==> src/rtl/line_parity_guard.sv <==
module line_parity_guard #(
  parameter int TAG_W  = 21,
  parameter int WORDS  = 8,
  parameter int WORD_W = 32,
  parameter int SEL_W  = $clog2(WORDS),
  parameter int SYN_W  = WORDS + 2
) (
  input  logic                    clk,
  input  logic                    rst_n,
  input  logic [1:0]              inj_tag_mask,
  input  logic [WORDS-1:0]        inj_word_mask,
  input  logic [TAG_W-1:0]        fill_tag,
  input  logic [WORDS*WORD_W-1:0] fill_data,
  output logic [1:0]              fill_tag_par,
  output logic [WORDS-1:0]        fill_word_par,
  input  logic                    fetch_valid,
  input  logic                    fetch_tag_chk,
  input  logic [SEL_W-1:0]        fetch_word_sel,
  input  logic [TAG_W-1:0]        rd_tag,
  input  logic [1:0]              rd_tag_par,
  input  logic [WORD_W-1:0]       rd_word,
  input  logic                    rd_word_par,
  input  logic                    synd_clr_wr,
  input  logic [SYN_W-1:0]        synd_clr_mask,
  output logic                    mchk_pulse,
  output logic [SYN_W-1:0]        syndrome
);

  function automatic logic [TAG_W-1:0] even_sel();
    logic [TAG_W-1:0] m;
    m = '0;
    for (int i = 0; i < TAG_W; i += 2) m[i] = 1'b1;
    return m;
  endfunction

  localparam logic [TAG_W-1:0] EVEN_M = even_sel();
  localparam logic [TAG_W-1:0] ODD_M  = ~EVEN_M;

  assign fill_tag_par[0] = ^(fill_tag & EVEN_M) ^ inj_tag_mask[0];
  assign fill_tag_par[1] = ^(fill_tag & ODD_M)  ^ inj_tag_mask[1];

  for (genvar w = 0; w < WORDS; w++) begin : g_fill
    assign fill_word_par[w] = ^fill_data[w*WORD_W +: WORD_W] ^ inj_word_mask[w];
  end

  logic [1:0]       tag_err;
  logic             word_err;
  logic [SYN_W-1:0] err_vec;

  assign tag_err[0] = fetch_valid & fetch_tag_chk & (^(rd_tag & EVEN_M) ^ rd_tag_par[0]);
  assign tag_err[1] = fetch_valid & fetch_tag_chk & (^(rd_tag & ODD_M)  ^ rd_tag_par[1]);
  assign word_err   = fetch_valid & (^rd_word ^ rd_word_par);

  always_comb begin
    err_vec = '0;
    err_vec[1:0] = tag_err;
    err_vec[int'(fetch_word_sel) + 2] = word_err;
  end

  always_ff @(posedge clk or negedge rst_n) begin
    if (!rst_n) begin
      mchk_pulse <= 1'b0;
      syndrome   <= '0;
    end else begin
      mchk_pulse <= |err_vec;
      syndrome   <= (syndrome & ~(synd_clr_wr ? synd_clr_mask : '0)) | err_vec;
    end
  end


  word_par_even_chk: assert property (@(posedge clk) disable iff (!rst_n)
    (inj_word_mask == '0) |-> ((^fill_data) == (^fill_word_par)));


  tag_par_even_chk: assert property (@(posedge clk) disable iff (!rst_n)
    (inj_tag_mask == 2'b00) |-> ((^fill_tag) == (^fill_tag_par)));


  quiet_no_pulse_chk: assert property (@(posedge clk) disable iff (!rst_n)
    !fetch_valid |=> !mchk_pulse);


  pulse_has_record_chk: assert property (@(posedge clk) disable iff (!rst_n)
    mchk_pulse |-> (syndrome != '0));


  tag_gate_chk: assert property (@(posedge clk) disable iff (!rst_n)
    (!fetch_valid || !fetch_tag_chk) |=> ((syndrome[1:0] & ~$past(syndrome[1:0])) == 2'b00));


  sticky_chk: assert property (@(posedge clk) disable iff (!rst_n)
    !synd_clr_wr |=> ((syndrome & $past(syndrome)) == $past(syndrome)));


  clear_takes_chk: assert property (@(posedge clk) disable iff (!rst_n)
    (synd_clr_wr && !fetch_valid) |=> ((syndrome & $past(synd_clr_mask)) == '0));

endmodule

==> config.mk <==
export PLATFORM = sky130hd
export DESIGN_NAME = line_parity_guard
export DESIGN_NICKNAME = d
export VERILOG_FILES = /design/src/rtl/line_parity_guard.sv
export SDC_FILE = /design/constraint.sdc
export NUM_CORES = 1
export LEC_CHECK = 0
export CAP_MARGIN = 20
export CORE_AREA = 2 2 150 152
export DETAILED_ROUTE_END_ITERATION = 8
export DIE_AREA = 0 0 152 154
export PLACE_DENSITY = 0.5
export RECOVER_POWER = 25
export SETUP_SLACK_MARGIN = 0.02
export SLEW_MARGIN = 0
export SYNTH_ARGS = -nofsm -noshare
export SYNTH_HDL_FRONTEND = slang
export SYNTH_SLANG_ARGS = --single-unit
export TNS_END_PERCENT = 5
==> constraint.sdc <==
create_clock -name clk -period 3.75 [get_ports clk]
set_clock_uncertainty 0.1 [all_clocks]
set_input_delay 0.75 -clock clk [delete_from_list [all_inputs] [get_ports clk]]
set_output_delay 0.75 -clock clk [all_outputs]
set_load 0.1 [all_outputs]
---- Word-level counts from Yosys, hierarchy flattened ----
Cells that the tools add are included.
word-level totals
  register bits after elaboration ......... 11
  latch bits .............................. 0
  bits in writable memories ............... 0
  bits in read-only memories .............. 0
  input port bits ......................... 361
  output and inout port bits .............. 21
  word-level logic and storage cells ...... 44
  memories ................................ 0
cells by class
  add/subtract/negate cells ............... 1
  $mul .................................... 0
  div/mod/pow operators ................... 0
  order comparisons ....................... 2
  equality and inequality tests ........... 0
  shift operators ......................... 0
  multiplexer cells ....................... 4
  bitwise gates (word level) .............. 20
  reductions and logical operators ........ 15
operators by type and width
  cell                 count
  $reduce_xor 32->1    9
  $reduce_xor 21->1    4
  $xor 1x1->1          13
  $and 10x10->10       1
  $bwmux 10            1
  $mux 10              1
  $not 10->10          1
  $or 10x10->10        1
  $reduce_or 10->1     1
  $lt 4x5->1 const B   1
  $add 3x2->4 const B  1
  $and 1x1->1          4
  $demux 1 s4          1
  $ge 4x1->1 const B   1
  $logic_and 1x1->1    1
  $mux 1               1

---- Longest topological paths before layout ----
Gate-level depths: netlist (run 1).
  depth in word-level cells ............... 7
  depth in mapped cells ................... 7
  gate-level depth less buffers ........... 6

---- Least setup slack after synthesis (run 1) ----
No wires, ideal clock.
  path type ............................... input-to-output
  start point ............................. input port fill_data[8]
  end point ............................... output port fill_word_par[0]
  arrival time ............................ 3,044 ps
  path slack .............................. -144 ps
  stages on the path ...................... 6
  buffers on the path ..................... 0
  path through ............................ xor2_1 xnor2_1 xnor2_1 xnor2_1 xnor2_1 xnor2_1
between the ends
  word-level cells in the longest chain between the ends .. 2
RTL lines
  item                line  text
  start: declaration  13    input logic [WORDS*WORD_W-1:0] fill_data,
  $reduce_xor 32->1   43    assign fill_word_par[w] = ^fill_data[w*WORD_W +: WORD_W] ^ inj_word_mask[w];
  $xor 1x1->1         43
  end: declaration    15    output logic [WORDS-1:0] fill_word_par,
Every way passes these cells.

---- Worst setup path after layout (run 1) ----
  start point ............................. input port fill_data[46]
  end point ............................... output port fill_word_par[1]
The elaborated chain is that of the path after synthesis.

==> results.md, run 1 <==
- Status: completed
- Critical path class: input pin to output pin
- Diodes inserted: 0
- Register Area: approximately 280 sq um
- Initial core utilization: between 10% and 20%
- Slew headroom: between 30% and 40%
- Worst Setup Start Kind: input pin
- Final wirelength: ~14,000 um
- Yosys cell types: 18
- Mean Syn Cell Area: about 8.7 sq um
- Vias in the first global route: ~4,000
- Hold Violations, Final: 0
- Fmax: approximately 300 MHz
- Synth Register Bits: 11
- DRC: 0
- Warnings from Yosys: 0
- Max-Cap Viols: 0
- Total CTS buffers: 3
- Worst IR Drop VDD: slightly below 0.5 mV
- M1 wire length: around 4800 um
- CP Data Arrival Time: between 2 and 3 ns
- HP Class: flop to flop
- Fillcell total: around 2,300
- Max-slew violation count: 0
- Final setup vio count: 0
- Die Ht: about 150 um
- Fraction of final layout cells sized beyond drive strength 1: between 1.5 and 2%
- DR WL/cell: around 13 um
- Multi-input logic area: approximately 3200 sq um
- Overall power: between 4000 and 5000 uW
- Gr usage total: between 10% and 20%
- Syn nets: around 760
- Global-route wire length before repair: about 21,000 um
- GRT Residual Overflow: 0
- Critical Path RT: roughly 2.9 ns
- Top cell type by total area after synthesis: xnor2_1
- DP Wirelength: roughly 13,000 um
- Placer Congestion: 0.735
- Vias per inst: about 3.5
- Synth top area cells: xnor2_1 76%, dfrtp_1 7.9%, xor2_1 6.6%
- Metal3 WL: 1110 um
- Vias after detailed routing: around 3,700
- Layout Nets: roughly 1,100
- IO Pins: between 300 and 400
- Mapped cell area: ~3500 sq um
- Cts hold-fix bufs: 0
- Clock-pin transition on the worst setup and hold timing paths: 0.04 ns
- Die X: 152 um
- Worst slew pin tran: between 0.9 and 1 ns
- Row cnt: 54
- Clock root buffer master: clkbuf_16
- Setup bufs post-CTS: 0
- Max FO, Critical Path: 1
- Pin count of the biggest net entering global routing: 12
- Synth-to-Final Area Change: 125%
- Crit. End Element: output pin
- Detailed Routing Iterations Pass 1: 4
- Fin crit period: 3.42 ns
- Final WS setup: roughly 0.33 ns
- Count of input and output buffers: 381
- Post-synth top area share: between 70% and 80%
- CTS resizes: 0
- Period utilization: about nine tenths
- Power per cell area: 561 nW/um^2
- Worst slack at placement: 0.288 ns
- 1st-iter DRT viols: between 50 and 60
- Detail Route Antenna Nets: 0
- RSZ-0062 raised after global routing: false
- Synth Instances: around 400
- Routed length on met2: around 7800 um
- Top Layer Used: met4
- Share of the yosys chip area belonging to registers: under 10%
- Die footprint: ~23,000 sq um
- Clock latency on the worst-skew pair: 0.24 ns
- Area of the core: roughly 22,000 sq um
- Clock Tree Buf Depth: 2
- Initial antenna violation count: 0
- Htree depth: 1
- Clk sinks: 11
- CTS tree: done
- Leakage Power: around 0.0026 uW
-- report_power, final --
part	internal [uW]	total [uW]	switching [uW]
registers	163	181	18.9
clock network	143	203	59.6
logic	1670	4000	2320
-- placed cells by master (no fill, tap or decap), drive strengths merged --
cell,instances
clkdlybuf4s50,370
xnor2,302
xor2,26
nand2,26
dfrtp,11
buf,11
o21ai,8
nand3,6
clkbuf,4
nor2b,3
o211ai,3
inv,2
nand4,2
ha,2
and2,1
nand3b,1
xnor3,1
a211o,1
dlygate4sd3,1
-- stage by stage --
stage	utilization (%)	hold WS (ns)	cell area [sq um]	TNS (ns)	cells
floorplan	-	0.354	3470	-1.01	399
global placement	35.6	0.364	7730	0	1057
detailed placement	35.6	0.374	7730	0	1057
CTS	36.0	0.384	7800	0	1061
global route	36.0	0.398	7800	0	1061
finish	36.0	0.377	7800	0	1061
-- per-layer routing --
metal / vias to the layer above / GRT usage (%)
li1: 1985 / -
met1: 1548 / 11.4
met2: 176 / 23.1
met3: 10 / 3.30
met4: 0 / 2.14
met5: - / 0
-- cell families (layout without fill, tap and decap cells) --
| group | count (synthesis) | count (layout) | synth area share (%) |
|---|---|---|---|
| AOI/OAI and AO/OA | 12 | 12 | 2.06 |
| adders and majority gates | 2 | 2 | 0.722 |
| xor gates and xnor gates | 329 | 329 | 83.5 |
| DFF | 11 | 11 | 7.94 |
| and+or+nand+nor | 39 | 39 | 4.98 |
| buffers and inverters | 6 | 388 | 0.758 |
-- synthesized netlist by cell type --
cell type / count
a211o_1: 1
and2_1: 1
buf_1: 1
buf_4: 1
clkbuf_1: 2
dfrtp_1: 11
ha_1: 2
inv_1: 2
nand2_1: 26
nand3_1: 6
nand3b_1: 1
nand4_1: 2
nor2b_1: 3
o211ai_1: 3
o21ai_0: 8
xnor2_1: 302
xnor3_1: 1
xor2_1: 26
-- state kept, by name, summed over array words and instances, names as in the netlist --
register / flops
mchk_pulse: 1
syndrome: 10
-- worst max-delay path, stage by stage --
cell and delay, ns:
clkdlybuf4s50_1 0.47, xor2_1 0.17, xnor2_1 0.11, xnor2_1 0.27
xnor2_1 0.21, xnor2_1 0.13, xnor2_1 0.25, buf_12 0.21
-- final cells by class --
cell class | count | share of cell area (%)
well taps | 280 | 4.49
flip-flops and latches | 11 | 3.53
multi-input cells | 382 | 40.6
inverters | 2 | 0.0962
repair buffers | 382 | 50.2
clock buffers | 4 | 1.01
-- path summary, 6_finish.rpt --
kind                                    start          endpoint  slack, ns  cells past startpoint
worst max-delay path            fill_data[46]  fill_word_par[1]       0.33                      8
worst min-delay path              syndrome[4]       syndrome[4]       0.38                      2
worst max register to register    syndrome[1]       syndrome[1]       3.00                      2
worst min register to register    syndrome[4]       syndrome[4]       0.38                      2
max in group asynchronous               rst_n       syndrome[9]       2.38                      1
min in group asynchronous               rst_n       syndrome[6]       0.82                      1
Note: power is estimated with default switching activity, not from simulation.
==> run 2: changes to the inputs <==
--- a/config.mk
+++ b/config.mk
@@ -9,6 +9,7 @@
 export CORE_AREA = 2 2 150 152
 export DETAILED_ROUTE_END_ITERATION = 8
 export DIE_AREA = 0 0 152 154
+export GPL_ROUTABILITY_DRIVEN = 0
 export PLACE_DENSITY = 0.5
 export RECOVER_POWER = 25
 export SETUP_SLACK_MARGIN = 0.02
==> results of run 2 <==
Same layout as run 1: the final DEF is identical, and so are final timing and power.
==> run 3: changes to the inputs <==
--- a/config.mk
+++ b/config.mk
@@ -5,12 +5,11 @@
 export SDC_FILE = /design/constraint.sdc
 export NUM_CORES = 1
 export LEC_CHECK = 0
-export CAP_MARGIN = 20
-export CORE_AREA = 2 2 150 152
+export CORE_AREA = 4 4 148 150
 export DETAILED_ROUTE_END_ITERATION = 8
 export DIE_AREA = 0 0 152 154
 export GPL_ROUTABILITY_DRIVEN = 0
-export PLACE_DENSITY = 0.5
+export PLACE_DENSITY = 0.52
 export RECOVER_POWER = 25
 export SETUP_SLACK_MARGIN = 0.02
 export SLEW_MARGIN = 0
==> run 3 against run 2 <==
Cell area up 0.11%; sequential power about the same; flip-flop and latch count unchanged; maximum frequency down 2.9%; first-iteration DRC count up 3.4%; clock-buffer cell count unchanged; largest cell class unchanged; non-clock buffer count up 2; setup slack worse by 0.10 ns; sequential share of layout area about the same; combinational power about the same.
==> results.md, run 3 (synthesis gave the netlist of run 1 again) <==
- Die Ht: 154 um (unchanged)
- Critical path class: input pin to output pin
- Largest registers: syndrome (10), mchk_pulse (1)
- CP dominant cell by count: xnor2_1
- Synth-to-Final Area Change: 125%
- Max-Cap Viols: 0 (unchanged)
- Area of the core: 20,700 sq um (-4.6%)
- Fraction of final layout cells sized beyond drive strength 1: 2.17% (+0.25 points)
- Worst-path cell chain: clkdlybuf4s50_1, xnor2_1, xnor2_1, buf_4, xnor2_1, xnor2_1, xnor2_1, xnor2_1, buf_12
- Detailed Routing Iterations Pass 1: 4 (unchanged)
- Row cnt: 53 (-1.9%)
- Layout Nets: 1,147 (+0.17%)
- Die footprint: 23,400 sq um (unchanged)
- Clock root buffer master: clkbuf_16
- CTS resizes: 0 (unchanged)
- Vias per inst: 3.48 (-0.82%)
- Worst IR Drop VDD: 0.747 mV (+54%)
- Final setup vio count: 0 (unchanged)
- Setup TNS: 0 ns (unchanged)
- Diodes inserted: 0 (unchanged)
- CP max stage delay: 0.47 ns (about the same)
- Vias in the first global route: 4,076 (+0.67%)
- Max reg flops: 10 (unchanged)
- Clock Tree Buf Depth: 2 (unchanged)
- Cts hold-fix bufs: 0 (unchanged)
- Htree depth: 1 (unchanged)
- Crit. End Element: output pin
- Pin count of the biggest net entering global routing: 12 (unchanged)
- Final wirelength: 14,200 um (+2.5%)
- DP Wirelength: 14,000 um (+4.9%)
- Period utilization: 93.8% (+2.7 points)
- Max FO, Critical Path: 1 (unchanged)
- Clk sinks: 11 (unchanged)
- 1st-iter DRT viols: 61 (+3.4%)
- CP Data Arrival Time: 2.67 ns (+0.10 ns)
- Final Instance Area: 7810 sq um (+0.11%)
- Max-slew violation count: 0 (unchanged)
- Detail Route Antenna Nets: 0 (unchanged)
- Worst slew pin tran: 0.990 ns (-0.00382 ns)
- Clock latency on the worst-skew pair: 0.23 ns (about the same)
- Clock-pin transition on the worst setup and hold timing paths: 0.04 ns (about the same)
- Initial core utilization: 16.8% (+0.77 points)
- RSZ-0062 raised after global routing: false
- Hold WS: 0.376 ns (-0.000735 ns)
- Power per cell area: 561 nW/um^2 (about the same)
- Vias after detailed routing: 3,678 (-1.1%)
- Fmax: 284 MHz (-2.9%)
- HP Class: flop to flop
- Gr usage total: 11.4% (+0.090 points)
- IO Pins: 382 (unchanged)
- Commonest cells after routing, fill and taps aside: 370 x clkdlybuf4s50_1, 301 x xnor2_1, 26 x xor2_1, 26 x nand2_1, 11 x dfrtp_1
- Placed cell area: 7730 sq um (+0.11%)
- DRC: 0 (unchanged)
- Fin crit period: 3.52 ns (+0.101 ns)
- GRT Residual Overflow: 0 (unchanged)
- DR WL/cell: 13.4 um (+2.8%)
- Count of input and output buffers: 381 (unchanged)
- Global-route wire length before repair: 21,200 um (+1.2%)
- Critical Path RT: 2.90 ns (about the same)
- CTS tree: done
- Most common cell after layout, fill and taps aside: clkdlybuf4s50_1
- Leakage Power: 0.00260 uW (+0.37%)
- Total CTS buffers: 3 (unchanged)
- Setup bufs post-CTS: 0 (unchanged)
- Worst Setup Start Kind: input pin
- Status: completed
- Hold Violations, Final: 0 (unchanged)
- Register name with the most flops: syndrome
- CP max-delay cell: clkdlybuf4s50_1
- Die X: 152 um (unchanged)
- Slew headroom: 33.8% (+0.26 points)
- Initial antenna violation count: 0 (unchanged)
[run 3: changes by cell type in the layout (fill, tap and decap cells not counted), sizes merged]
cell | before | now
buf | 11 | 13
[run 3: path summary, 6_finish.rpt]
path	from	end	slack [ns]	cells after the start
min in group asynchronous	rst_n	syndrome[0]	0.83	1
worst max register to register	syndrome[1]	syndrome[1]	3.00	2
worst min-delay path	syndrome[9]	syndrome[9]	0.38	2
worst min register to register	syndrome[9]	syndrome[9]	0.38	2
worst max-delay path	fill_data[37]	fill_word_par[1]	0.23	9
max in group asynchronous	rst_n	syndrome[5]	2.38	1
[run 3: layout make-up]
| cell class | count | area (sq um) |
|---|---|---|
| multi-input combinational | 382 | 3170 |
| clock buffer | 4 | 78.8 |
| fill | 2151 | 12900 |
| timing repair buffer | 384 | 3940 |
| tap | 275 | 344 |
| sequential | 11 | 275 |
| inverter | 2 | 7.51 |
[run 3: through the flow]
stage                     total power [uW]  utilization [%]  worst slack (ns)  cells
after floorplan                       2780                -            -0.144    399
after global placement                4250             37.4             0.152   1054
after detailed placement              4250             37.4             0.169   1054
after CTS                             4450             37.8             0.161   1058
after global routing                  4590             37.8            0.0460   1058
final                                 4390             37.8             0.234   1058
[run 3: routing by layer]
layer | GRT usage, % | share of wire (%) | vias to the layer above | wire [um]
li1 | - | - | 1988 | -
met1 | 10.1 | 30 | 1517 | 4300
met2 | 25.2 | 61 | 171 | 8590
met3 | 3.69 | 8.8 | 2 | 1240
met4 | 1.16 | 0.31 | 0 | 44
met5 | 0 | 0 | - | 0
[run 3: worst max-delay path: cells and delay by family]
kind | cells | cell delay [ns]
buffers and inverters | 3 | 0.82
XOR/XNOR | 6 | 1.08
[run 3: where the power goes]
group          switching (uW)  total (uW)  leakage, uW  internal, uW
logic                    2330        4010      0.00241          1680
clock network            47.1         189    0.0000382           142
registers                19.3         182     0.000146           163
total                    2400        4390      0.00260          1980
